File: config.mk
export PLATFORM = sky130hd
export DESIGN_NAME = pkt_alloc_unit
export DESIGN_NICKNAME = d
export VERILOG_FILES = /design/src/rtl/pa_pkg.sv /design/src/rtl/pa_free_pool.sv /design/src/rtl/pa_pkt_queue.sv /design/src/rtl/pkt_alloc_unit.sv
export SDC_FILE = /design/constraint.sdc
export NUM_CORES = 1
export LEC_CHECK = 0
export CAP_MARGIN = 20
export CORE_MARGIN = 10
export CORE_UTILIZATION = 55
export DETAILED_ROUTE_END_ITERATION = 16
export HOLD_SLACK_MARGIN = 0.05
export PLACE_DENSITY_LB_ADDON = 0.1
export SYNTH_ARGS = -nofsm -noshare
export SYNTH_HDL_FRONTEND = slang
export SYNTH_SLANG_ARGS = --single-unit
File: constraint.sdc
create_clock -name clk -period 3.77 [get_ports clk]
set_clock_uncertainty 0.1 [all_clocks]
set_input_delay 0.377 -clock clk [delete_from_list [all_inputs] [get_ports clk]]
set_output_delay 0.377 -clock clk [all_outputs]
set_load 0.02 [all_outputs]
File: src/rtl/pa_pkg.sv
// Shared definitions for the packet buffer allocation unit.
package pa_pkg;

    // Host command codes carried on cmd_code.
    typedef enum logic [2:0] {
        PA_CMD_NONE        = 3'd0,
        PA_CMD_ALLOC       = 3'd1,
        PA_CMD_RELEASE     = 3'd2,
        PA_CMD_RX_POP      = 3'd3,
        PA_CMD_RX_POP_FREE = 3'd4,
        PA_CMD_TXC_POP     = 3'd5,
        PA_CMD_RESET       = 3'd6
    } pa_cmd_e;

endpackage

File: src/rtl/pa_free_pool.sv
// Free-buffer pool with a single allocation request slot.
// Tracks buffer use in a bitmap and grants the lowest-numbered free buffer.
// A request that cannot be served stays pending. It is granted on the first
// cycle in which the registered bitmap shows a free buffer.
// Assumes at most one request and one release per cycle, and that clr_i
// overrides everything else.
module pa_free_pool #(
    parameter int NUM_PKTS = 16,
    localparam int PN_W = $clog2(NUM_PKTS)
) (
    input  logic            clk,
    input  logic            rst_n,
    input  logic            req_i,
    input  logic            clr_i,
    input  logic            rel_i,
    input  logic [PN_W-1:0] rel_num_i,
    output logic            done_o,
    output logic            failed_o,
    output logic [PN_W-1:0] pnum_o
);

    logic [NUM_PKTS-1:0] used_q;
    logic                pending_q;
    logic                any_free;
    logic [PN_W-1:0]     free_idx;
    logic                grant;
    logic [NUM_PKTS-1:0] grant_mask;
    logic [NUM_PKTS-1:0] rel_mask;

    // Priority search for the lowest-numbered free buffer.
    always_comb begin
        any_free = 1'b0;
        free_idx = '0;
        for (int i = NUM_PKTS - 1; i >= 0; i--) begin
            if (!used_q[i]) begin
                any_free = 1'b1;
                free_idx = PN_W'(i);
            end
        end
    end

    // Grant and release one-hot masks for the bitmap update.
    always_comb begin
        grant      = (req_i || pending_q) && any_free;
        grant_mask = NUM_PKTS'(grant) << free_idx;
        rel_mask   = NUM_PKTS'(rel_i) << rel_num_i;
    end

    // Bitmap, pending slot and result registers.
    always_ff @(posedge clk) begin
        if (!rst_n || clr_i) begin
            used_q    <= '0;
            pending_q <= 1'b0;
            failed_o  <= 1'b1;
            pnum_o    <= '0;
            done_o    <= 1'b0;
        end else begin
            used_q <= (used_q & ~rel_mask) | grant_mask;
            done_o <= grant;
            if (grant) begin
                pnum_o    <= free_idx;
                failed_o  <= 1'b0;
                pending_q <= 1'b0;
            end else if (req_i) begin
                failed_o  <= 1'b1;
                pending_q <= 1'b1;
            end
        end
    end

endmodule

File: src/rtl/pa_pkt_queue.sv
// First-in first-out queue of packet numbers with a drop counter.
// The head is read combinationally from storage. A push into a full queue
// is accepted only if a pop happens in the same cycle. Otherwise it is
// dropped and counted, and the counter saturates.
// Assumes DEPTH is a power of two. flush_i empties the queue but keeps the
// drop count.
module pa_pkt_queue #(
    parameter int DEPTH = 16,
    parameter int W     = 4,
    parameter int CNT_W = 8,
    localparam int AW   = $clog2(DEPTH)
) (
    input  logic             clk,
    input  logic             rst_n,
    input  logic             push_i,
    input  logic [W-1:0]     push_num_i,
    input  logic             pop_i,
    input  logic             flush_i,
    output logic             empty_o,
    output logic [W-1:0]     head_o,
    output logic [CNT_W-1:0] drop_o
);

    logic [W-1:0]  mem [DEPTH];
    logic [AW-1:0] wr_ptr, rd_ptr;
    logic [AW:0]   count;
    logic          full, do_pop, push_ok;

    // Occupancy flags and accepted-operation strobes.
    always_comb begin
        empty_o = (count == '0);
        full    = (count == (AW+1)'(DEPTH));
        do_pop  = pop_i && !empty_o;
        push_ok = push_i && (!full || do_pop);
        head_o  = mem[rd_ptr];
    end

    // Pointers, occupancy and drop counter.
    always_ff @(posedge clk) begin
        if (!rst_n) begin
            wr_ptr <= '0;
            rd_ptr <= '0;
            count  <= '0;
            drop_o <= '0;
        end else if (flush_i) begin
            wr_ptr <= '0;
            rd_ptr <= '0;
            count  <= '0;
        end else begin
            if (push_ok) wr_ptr <= wr_ptr + 1'b1;
            if (do_pop)  rd_ptr <= rd_ptr + 1'b1;
            count <= count + (AW+1)'(push_ok) - (AW+1)'(do_pop);
            if (push_i && !push_ok && (drop_o != {CNT_W{1'b1}}))
                drop_o <= drop_o + 1'b1;
        end
    end

    // Entry storage, written on accepted pushes.
    always_ff @(posedge clk) begin
        if (push_ok && !flush_i) mem[wr_ptr] <= push_num_i;
    end

endmodule

File: src/rtl/pkt_alloc_unit.sv
// Top of the packet buffer allocation unit.
// Decodes host commands and holds the transmit-window packet-number
// register. It connects the free pool to the receive and transmit-completion
// queues. Removing the receive head with release returns that buffer to the
// pool. Assumes one command per cycle.
module pkt_alloc_unit
    import pa_pkg::*;
#(
    parameter int NUM_PKTS = 16,
    parameter int QDEPTH   = 16,
    parameter int DROP_W   = 8,
    localparam int PN_W    = $clog2(NUM_PKTS)
) (
    input  logic              clk,
    input  logic              rst_n,
    input  logic              cmd_valid,
    input  logic [2:0]        cmd_code,
    input  logic              pnr_we,
    input  logic [PN_W-1:0]   pnr_wdata,
    output logic [PN_W-1:0]   pnr_q,
    output logic              alloc_done,
    output logic              alloc_failed,
    output logic [PN_W-1:0]   alloc_pnum,
    input  logic              rx_push,
    input  logic [PN_W-1:0]   rx_push_num,
    input  logic              txc_push,
    input  logic [PN_W-1:0]   txc_push_num,
    output logic              rx_empty,
    output logic [PN_W-1:0]   rx_head,
    output logic              txc_empty,
    output logic [PN_W-1:0]   txc_head,
    output logic [DROP_W-1:0] rx_drop_cnt,
    output logic [DROP_W-1:0] txc_drop_cnt
);

    logic            c_alloc, c_release, c_rx_pop, c_rx_pop_free, c_txc_pop, c_reset;
    logic            rel_en;
    logic [PN_W-1:0] rel_num;

    // Command decode, qualified by the strobe.
    always_comb begin
        c_alloc       = cmd_valid && (cmd_code == PA_CMD_ALLOC);
        c_release     = cmd_valid && (cmd_code == PA_CMD_RELEASE);
        c_rx_pop      = cmd_valid && (cmd_code == PA_CMD_RX_POP);
        c_rx_pop_free = cmd_valid && (cmd_code == PA_CMD_RX_POP_FREE);
        c_txc_pop     = cmd_valid && (cmd_code == PA_CMD_TXC_POP);
        c_reset       = cmd_valid && (cmd_code == PA_CMD_RESET);
    end

    // Release source: the window register, or the receive head being removed.
    always_comb begin
        rel_en  = c_release || (c_rx_pop_free && !rx_empty);
        rel_num = c_release ? pnr_q : rx_head;
    end

    // Transmit-window packet-number register.
    always_ff @(posedge clk) begin
        if (!rst_n || c_reset) pnr_q <= '0;
        else if (pnr_we)       pnr_q <= pnr_wdata;
    end

    pa_free_pool #(.NUM_PKTS(NUM_PKTS)) u_pool (
        .clk       (clk),
        .rst_n     (rst_n),
        .req_i     (c_alloc),
        .clr_i     (c_reset),
        .rel_i     (rel_en),
        .rel_num_i (rel_num),
        .done_o    (alloc_done),
        .failed_o  (alloc_failed),
        .pnum_o    (alloc_pnum)
    );

    pa_pkt_queue #(.DEPTH(QDEPTH), .W(PN_W), .CNT_W(DROP_W)) u_rxq (
        .clk        (clk),
        .rst_n      (rst_n),
        .push_i     (rx_push),
        .push_num_i (rx_push_num),
        .pop_i      (c_rx_pop || c_rx_pop_free),
        .flush_i    (c_reset),
        .empty_o    (rx_empty),
        .head_o     (rx_head),
        .drop_o     (rx_drop_cnt)
    );

    pa_pkt_queue #(.DEPTH(QDEPTH), .W(PN_W), .CNT_W(DROP_W)) u_txcq (
        .clk        (clk),
        .rst_n      (rst_n),
        .push_i     (txc_push),
        .push_num_i (txc_push_num),
        .pop_i      (c_txc_pop),
        .flush_i    (c_reset),
        .empty_o    (txc_empty),
        .head_o     (txc_head),
        .drop_o     (txc_drop_cnt)
    );

endmodule

; ---- Word level (Yosys, flattened, before mapping)
; Memories as Yosys holds them, arrays and structs flattened. A register that Yosys moved wholly into a read port is not among the register bits.
; Cells that the tools add are included.
; W data, S select, Z words.
[totals]
in_bits = 21
elab_cells = 125
ff_bits = 69
output_inout_bits = 36
mem_count = 2
ramBits = 128
[op_classes]
add_sub_neg = 10
n_reduce_logical = 39
shifts = 2
bitwise_logic = 5
n_eq_ne = 10
n_mux = 43
[mem_list]
columns = memory, depth, width, read_ports, rd_ports_with_merged_regs, write_ports, line_no
row1 = u_rxq.mem, 16, 4, 1, 1, 1, pa_pkt_queue.sv:24  ; logic [W-1:0] mem [DEPTH];
row2 = u_txcq.mem, 16, 4, 1, 1, 1, pa_pkt_queue.sv:24
[op_table]
columns = operator, n
row1 = $mux W4, 21
row2 = $shl A1 B4 Y16, 2
row3 = $mux W1, 22
row4 = $logic_and A1 B1 Y1, 18
row5 = $add A4 B1 Y4 const B, 4
row6 = $add A8 B1 Y8 const B, 2
row7 = $and A16 B16 Y16, 1
row8 = $ne A8 B8 Y1 const B, 2
row9 = $not A16 Y16, 1
row10 = $or A16 B16 Y16, 1
row11 = $add A5 B1 Y5, 2
row12 = $eq A5 B5 Y1 const B, 2
row13 = $logic_not A5 Y1, 2
row14 = $sub A5 B1 Y5, 2
row15 = $eq A3 B3 Y1 const B, 3
row16 = $logic_not A1 Y1, 8
row17 = $eq A3 B2 Y1 const B, 2
row18 = $logic_or A1 B1 Y1, 6
row19 = $reduce_and A2 Y1, 2
row20 = $reduce_or A2 Y1, 2
row21 = $eq A3 B1 Y1 const B, 1
row22 = $not A1 Y1, 2
row23 = $reduce_bool A2 Y1, 1

; ---- Logic depth before layout (Yosys ltp)
; Gate-level depths: netlist of run 1.
[logic_depth]
depth_word = 19
mapped_depth = 14
depth_no_buf = 14

; ---- Hierarchy
; Synthesis of run 1 repeated with hierarchy kept, for this count alone.
[unflattened]
cells_unflattened = 667
hier_area_um2 = 8909.8
[by_module_without_submodules]
columns = module, cells_per_inst, instances, seq_area_each_um2, area_each_um2
row1 = pa_pkt_queue at u_rxq, 260, 1, 2422.3, 3753.6
row2 = pa_pkt_queue at u_txcq, 256, 1, 2422.3, 3718.6
row3 = pa_free_pool, 122, 1, 460.4, 1116.1
row4 = pkt_alloc_unit, 29, 1, 80.1, 321.6

; ---- Worst setup path before layout of run 1
; No wires, ideal clock.
[synth_timing]
path_kind = flip-flop to flip-flop
startpoint = register u_rxq.count[3]
endpoint = register u_rxq.count[4]
setup_slack_ps = 377
synth_period_minus_slack_ps = 3393
path_buffers = 0
t_required_ps = 3598
stages_incl_launch_ff = 15
setup_ps = 72
arrival_time_ps = 3221
cell_sequence = dfxtp_1 > inv_1 > ha_1 > nor4b_1 > nor2_1 > ha_1 > inv_1 > ha_1 > inv_1 > fa_1 > inv_1 > a21oi_1 > nor2_1 > or3_1 > a21oi_1
[synth_between]
elab_chain_len = 7
word_cells_on_any_way = 9
cone_classes = add/sub: 2 / eq/ne: 1 / reduce/logical: 6
[synth_lines]
columns = element, line_no
row1 = from (decl), pa_pkt_queue.sv:26  ; logic [AW:0] count;
row2 = from (signal assigned), pa_pkt_queue.sv:52  ; count <= count + (AW+1)'(push_ok) - (AW+1)'(do_pop);
row3 = $logic_not A5 Y1 *, pa_pkt_queue.sv:31  ; empty_o = (count == '0);
row4 = net rx_empty, pkt_alloc_unit.sv:28  ; output logic rx_empty,
row5 = $logic_not A1 Y1 *, pa_pkt_queue.sv:33  ; do_pop = pop_i && !empty_o;
row6 = $logic_and A1 B1 Y1 *, pa_pkt_queue.sv:33
row7 = net u_rxq.do_pop, pa_pkt_queue.sv:27  ; logic full, do_pop, push_ok;
row8 = $logic_or A1 B1 Y1, pa_pkt_queue.sv:34  ; push_ok = push_i && (!full || do_pop);
row9 = $logic_and A1 B1 Y1, pa_pkt_queue.sv:34
row10 = $add A5 B1 Y5, pa_pkt_queue.sv:52
row11 = $sub A5 B1 Y5 *, pa_pkt_queue.sv:52
; The timed path passes the listed nets; every way through them passes the cells marked *.
; A chain may end at the register's enable or synchronous reset.

==> results_dict.tcl, run 1 <==
set metrics [dict create \
    run_status "finished, final reports clean" \
    timing.critical_path.cells "buf_4, mux4_2, o22ai_1, a211o_1, o21ai_0, clkdlybuf4s50_1" \
    port_buffers 56 \
    grt_overflow 0 \
    drt_pass1_iterations 5 \
    path_class "reg -> out" \
    tritoncts.num_buffers 22 \
    area.growth.synth_to_final_pct 15.95 \
    synth_cell_type_count 74 \
    clock_sink_count 205 \
    path_clk_slew_ps 60 \
    antenna_violating_nets_post_route 0 \
    peak_per_stage_delay_on_the_critical_path_ps 610 \
    synth.yosys.warnings 0 \
    gp_congestion 0.8813 \
    worst_path_dominant_cell_family "buffers and inverters" \
    end_kind "primary output" \
    wire_per_inst_um 19.44 \
    finalPower_mw 5.575 \
    synth-seq-area-share 0.5974 \
    hp-class "in -> reg" \
    number_of_register_bits_inferred_by_synthesis 205 \
    cts_htree_levels 1 \
    ctsLongestPathBuffers 3 \
    required_ps 3290 \
    internal_power_mw 4.174 \
    synth_edf_count 128 \
    die_width_um 148.0 \
    layout_min_cycle_time_ps 3406 \
    drt_wl_total_mm 18.98 \
    synth_top_flop_cell "sky130_fd_sc_hd__edfxtp_1" \
    cellLeakagePower_nw 3.508 \
    global_route.usage.total 0.1735 \
    num-nets-final 791 \
    hpwl_mm 13.55 \
    synth.cell_area_um2 9015 \
    period_share 0.9033 \
    setup_viol 0 \
    synth_net_count 732 \
    ios 57 \
    grt_antenna_before_repair 0 \
    worstPathArrival_ps 2930 \
    slew_violations 0 \
    fp.dieArea_um2 21910 \
    unrepaired_setup_endpoints_after_global_routing "no" \
    layout.cell_area.non_filler_um2 10450 \
    async_flop_share 0 \
    layout_common_cells "128 x sky130_fd_sc_hd__edfxtp_1, 77 x sky130_fd_sc_hd__dfxtp_1, 70 x sky130_fd_sc_hd__nor2_1" \
    grt_max_degree 28 \
    place_area_um2 9729 \
    cp_max_fo 27 \
    post_synth_inst_count 685 \
    drive_above_1_share 0.1184 \
    floorplan.initialDensity 0.5634 \
    max_slew.worst_pin.slew_ps 795.8 \
    timing_hold_violations_final 0 \
    placeableCoreArea_um2 16000 \
    postCtsHoldBufs 0 \
    cts_resized 0 \
    fmax_mhz 293.6 \
    fin_tns_setup_ps 0 \
    via_per_inst 5.755 \
    num_rows 46 \
    grt_first_pass_wirelength_mm 31.13 \
    slowest_stage "sky130_fd_sc_hd__mux4_2" \
    pwr-share-comb 0.162 \
    tritoncts "yes" \
    vdd_drop_max_mv 0.4748 \
    powerDensity_nw_per_um2 533.4 \
    switching_share 0.2512 \
    power_frac_clock 0.382 \
    first_iter_violations 474 \
    cts_root_buf "sky130_fd_sc_hd__clkbuf_16" \
    vias 5617 \
    critical_path.startpoint_type "flop" \
    max_cap_violations 0 \
    netSwitchingPower_mw 1.401 \
    crit_buf_inv 2 \
    insertedDiodeCount 0 \
    max_slew_margin 0.4688 \
    post-cts-setup-buffers 0 \
    syn-mean-instance-area_um2 13.16 \
    drt_drc 0 \
    layout.cells.most_common "sky130_fd_sc_hd__edfxtp_1" \
    insertion_delay_ps 490 \
    grt_pass1_vias 5810 \
    fp.dieH_um 148.0 \
    seq_power_share 0.456 \
]
-- power by group through the flow --
stage / logic (mW) / registers [mW] / clock network, mW
after floorplan: 0.616 / 2.58 / 0
after global placement: 0.864 / 2.59 / 0
after detailed placement: 0.897 / 2.59 / 0
after CTS: 0.907 / 2.55 / 2.17
after global routing: 1.01 / 2.56 / 2.27
final: 0.903 / 2.54 / 2.13
-- registers in the layout, indices dropped and copies added, names as in the netlist, named ones only --
name / cells
u_txcq.mem: 64
u_txcq.rd_ptr: 4
u_pool.pnum_o: 4
u_pool.failed_o: 1
u_rxq.drop_o: 8
u_txcq.wr_ptr: 4
u_rxq.wr_ptr: 4
u_rxq.rd_ptr: 4
u_pool.pending_q: 1
u_txcq.count: 5
u_pool.used_q: 16
u_rxq.count: 5
pnr_q: 4
u_txcq.drop_o: 8
u_pool.done_o: 1
u_rxq.mem: 64
-- per-stage QoR --
stage / hold WS (ps) / cells / setup slack (ps) / utilization
4_1_cts: 395.3 / 976 / 332.4 / 0.6533
2_1_floorplan: 375.9 / 685 / 377.0 / -
3_3_place_gp: 389.7 / 936 / 502.2 / 0.6081
5_1_grt: 411.8 / 976 / 213.6 / 0.6533
6_report: 408.6 / 976 / 364.4 / 0.6533
3_5_place_dp: 391.4 / 936 / 407.0 / 0.6081
-- worst reg2reg max path, cell delays in order, from the launching register on --
cell	delay, ps
sky130_fd_sc_hd__dfxtp_1	320
sky130_fd_sc_hd__inv_1	80
sky130_fd_sc_hd__ha_1	180
sky130_fd_sc_hd__nor4b_1	460
sky130_fd_sc_hd__nor2_1	230
sky130_fd_sc_hd__ha_1	340
sky130_fd_sc_hd__inv_1	40
sky130_fd_sc_hd__ha_1	190
sky130_fd_sc_hd__inv_1	70
sky130_fd_sc_hd__fa_1	200
sky130_fd_sc_hd__inv_1	50
sky130_fd_sc_hd__a21oi_1	110
sky130_fd_sc_hd__nor2_1	70
sky130_fd_sc_hd__or3_1	340
sky130_fd_sc_hd__a21oi_1	170
-- final cells by class --
type | count | area, µm²
fillers | 1217 | 5548
flip-flops and latches | 205 | 5385
multi-input cells | 426 | 3363
clock buffers | 32 | 623.1
repair buffers | 63 | 613.1
well taps | 216 | 270.3
clock inverters | 8 | 100.1
inverters | 26 | 97.59
-- cell usage after synthesis (all sizes together), types with 3 or more instances --
| cell | instances | share of area |
|---|---|---|
| buf | 15 | 0.013 |
| ha | 24 | 0.033 |
| a22oi | 3 | 0.0025 |
| o221ai | 3 | 0.0036 |
| nor3 | 10 | 0.0056 |
| clkbuf | 13 | 0.0054 |
| a21oi | 15 | 0.0087 |
| and3 | 7 | 0.0049 |
| a21boi | 3 | 0.0025 |
| o22ai | 3 | 0.0021 |
| inv | 26 | 0.011 |
| nand4 | 16 | 0.011 |
| nor2 | 70 | 0.029 |
| o21ai | 26 | 0.015 |
| nand3 | 8 | 0.0044 |
| o211ai | 14 | 0.012 |
| a211oi | 3 | 0.0031 |
| or2 | 4 | 0.0028 |
| xor2 | 16 | 0.016 |
| edfxtp | 128 | 0.43 |
| a221oi | 3 | 0.0029 |
| mux4 | 29 | 0.072 |
| nand2 | 42 | 0.018 |
| nor2b | 10 | 0.0069 |
| a21o | 3 | 0.0025 |
| mux2i | 26 | 0.029 |
| nand2b | 11 | 0.0076 |
| and2 | 20 | 0.014 |
| xnor2 | 16 | 0.016 |
| mux2 | 6 | 0.0075 |
| dfxtp | 77 | 0.17 |
-- kinds of logic (layout without fill, tap and decap cells) --
| logic type | count (synthesis) | after routing | synth area share |
|---|---|---|---|
| adder cells (fa/ha/maj) | 26 | 26 | 0.03775 |
| flip-flops | 205 | 205 | 0.5974 |
| XOR/XNOR | 32 | 32 | 0.03109 |
| AND/OR/NAND/NOR | 214 | 214 | 0.1198 |
| AO/OA/AOI/OAI | 93 | 93 | 0.07564 |
| multiplexers | 61 | 61 | 0.1088 |
| buffers and inverters | 54 | 129 | 0.02956 |
-- per-layer routing --
layer | GRT usage | vias up | part of all wire
met5 | 0 | - | 0
met4 | 0.03766 | 0 | 0.012
met3 | 0.03449 | 19 | 0.060
met2 | 0.2825 | 171 | 0.47
met1 | 0.2353 | 2770 | 0.46
li1 | - | 2657 | -
-- worst paths after layout --
kind	endpoint	from	cells past startpoint	slack, ps
setup / recovery	rx_head[1]	flop	6	360
hold / removal	pnr_q[3]$_SDFFE_PP0P_	pnr_wdata[3]	3	410
setup reg to reg	u_txcq.count[4]$_SDFF_PP0_	u_txcq.count[2]$_SDFF_PP0_	14	740
hold reg to reg	u_pool.pnum_o[2]$_SDFFE_PP0P_	u_pool.pnum_o[2]$_SDFFE_PP0P_	2	410
No activity file was read; power rests on OpenSTA's default activity.
==> run 2: changes to the inputs <==
- PLACE_DENSITY: default -> 0.75
- PLACE_DENSITY_LB_ADDON: 0.1 -> default
==> results_dict.tcl, run 2 (same netlist as run 1, synthesis figures left out) <==
set metrics [dict create \
    run_status "finished, final reports clean" \
    fmax_mhz 291.6 \
    required_ps 3290 \
    tritoncts "yes" \
    insertedDiodeCount 0 \
    grt_overflow 0 \
    seq_power_share 0.469 \
    max_cap_violations 0 \
    slew_violations 0 \
    unrepaired_setup_endpoints_after_global_routing "no" \
    internal_power_mw 4.007 \
    largestRegisters "u_rxq.mem (64), u_txcq.mem (64), u_pool.used_q (16)" \
    layout.cells.most_common "sky130_fd_sc_hd__edfxtp_1" \
    ctsLongestPathBuffers 3 \
    post-cts-setup-buffers 0 \
    min_path_cells 2 \
    worstRegToRegCells 14 \
    pwr-share-comb 0.166 \
    cts_htree_levels 1 \
    drt_drc 0 \
    placeableCoreArea_um2 16000 \
    die_width_um 148.0 \
    timing.hold.worst_endpoint "u_pool.failed_o$_SDFFE_PP1P_" \
    cts_resized 0 \
    switching_share 0.2624 \
    drt_wl_total_mm 18.64 \
    max_slew.worst_pin.slew_ps 761.1 \
    grt_pass1_vias 5676 \
    powerDensity_nw_per_um2 522.9 \
    peak_per_stage_delay_on_the_critical_path_ps 810 \
    timing_hold_violations_final 0 \
    slowest_stage "sky130_fd_sc_hd__dfxtp_1" \
    grt_antenna_before_repair 1 \
    worstPathArrival_ps 2950 \
    fp.dieH_um 148.0 \
    reg2reg_to "u_rxq.count[4]$_SDFF_PP0_" \
    setup_viol 0 \
    first_iter_violations 484 \
    fp.dieArea_um2 21910 \
    hpwl_mm 13.19 \
    critical_path.startpoint_type "flop" \
    num_rows 46 \
    grt_max_degree 31 \
    netSwitchingPower_mw 1.425 \
    setup_slack_reg_to_reg_ps 540 \
    path_clk_slew_ps 60 \
    max_slew_margin 0.4919 \
    post-route-util 0.6492 \
    drt_pass1_iterations 5 \
    hp-class "reg -> reg" \
    cts_root_buf "sky130_fd_sc_hd__clkbuf_16" \
    ios 57 \
    global_route.usage.total 0.1676 \
    layout_common_cells "128 x sky130_fd_sc_hd__edfxtp_1, 77 x sky130_fd_sc_hd__dfxtp_1, 70 x sky130_fd_sc_hd__nor2_1" \
    floorplan.initialDensity 0.5634 \
    grt_first_pass_wirelength_mm 30.01 \
    drive_above_1_share 0.1164 \
    end_kind "primary output" \
    cellLeakagePower_nw 3.461 \
    path_class "reg -> out" \
    finalPower_mw 5.432 \
    port_buffers 56 \
    worstHoldStart "u_pool.failed_o$_SDFFE_PP1P_" \
    tritoncts.num_buffers 22 \
    via_per_inst 5.781 \
    antenna_violating_nets_post_route 0 \
    cp_max_fo 16 \
    layout_min_cycle_time_ps 3430 \
    vdd_drop_max_mv 0.3050 \
    fin_tns_setup_ps 0 \
    power_frac_clock 0.365 \
    vias 5619 \
    insertion_delay_ps 490 \
    gp_congestion 0.8678 \
    area.growth.synth_to_final_pct 15.23 \
    wire_per_inst_um 19.17 \
    r2r_start "u_rxq.count[2]$_SDFF_PP0_" \
    clock_sink_count 205 \
    timing.critical_path.cells "nor2_1, a22oi_1, o221ai_1, o21ai_0, clkdlybuf4s50_1" \
    num-nets-final 787 \
    postCtsHoldBufs 0 \
    period_share 0.9098 \
]
-- run 2: changes by cell type in the layout (fill, tap and decap cells not counted), moves of 2 or more --
cell,change
sky130_fd_sc_hd__buf_4,-5
sky130_fd_sc_hd__clkinv_2,+3
sky130_fd_sc_hd__clkbuf_1,-5
sky130_fd_sc_hd__bufinv_16,-2
sky130_fd_sc_hd__clkinvlp_4,+4
sky130_fd_sc_hd__clkinv_1,+3
-- run 2: cell type report --
type	count	area (µm²)
clock inverter	14	78.83
inverter	26	97.59
multi-input combinational	426	3363
tap	216	270.3
fill	1232	5613
clock buffer	26	596.8
timing repair buffer	59	595.6
sequential	205	5385
-- run 2: worst max path at each step --
| stage | startpoint | to | slack, ps | cells past startpoint |
|---|---|---|---|---|
| 3_3_place_gp | cmd_code[2] | u_rxq.count[4]$_SDFF_PP0_ | 460 | 14 |
| 6_report | flop | rx_head[1] | 340 | 5 |
| 4_1_cts | flop | rx_head[1] | 350 | 5 |
| 5_1_grt | flop | rx_head[1] | 200 | 5 |
| 3_5_place_dp | cmd_code[2] | u_rxq.count[4]$_SDFF_PP0_ | 330 | 14 |
| 2_1_floorplan | u_rxq.count[3]$_SDFF_PP0_ | u_rxq.count[4]$_SDFF_PP0_ | 380 | 14 |
-- run 2: per-stage QoR --
| step | cell area (µm²) | instances | worst slack (ps) | hold WS (ps) |
|---|---|---|---|---|
| global route | 10390 | 972 | 196.7 | 437.6 |
| finish | 10390 | 972 | 340.2 | 411.4 |
| CTS | 10390 | 972 | 350.0 | 410.6 |
| floorplan | 9015 | 685 | 377.0 | 375.9 |
| detailed placement | 9712 | 932 | 325.4 | 405.9 |
| global placement | 9712 | 932 | 463.9 | 376.9 |
-- run 2: per-layer routing --
layer | track usage | share of wire | up-vias
met4 | 0.04361 | 0.020 | 0
met3 | 0.04701 | 0.076 | 33
met1 | 0.2183 | 0.44 | 2745
li1 | - | - | 2652
met5 | 0 | 0 | -
met2 | 0.2700 | 0.47 | 189
-- run 2: critical path: cells and delay by family, from the launching register on --
family	cells	cell delay, ps
compound gates	3	760
buf+inv	1	650
flops	1	810
simple gates	1	230
-- run 2: power groups by stage --
stage / Clock, mW / Combinational, mW / Sequential, mW
after floorplan: 0 / 0.616 / 2.58
after global placement: 0 / 0.846 / 2.59
after detailed placement: 0 / 0.892 / 2.60
after CTS: 2.01 / 0.903 / 2.55
after global routing: 2.11 / 0.991 / 2.56
final: 1.98 / 0.900 / 2.55
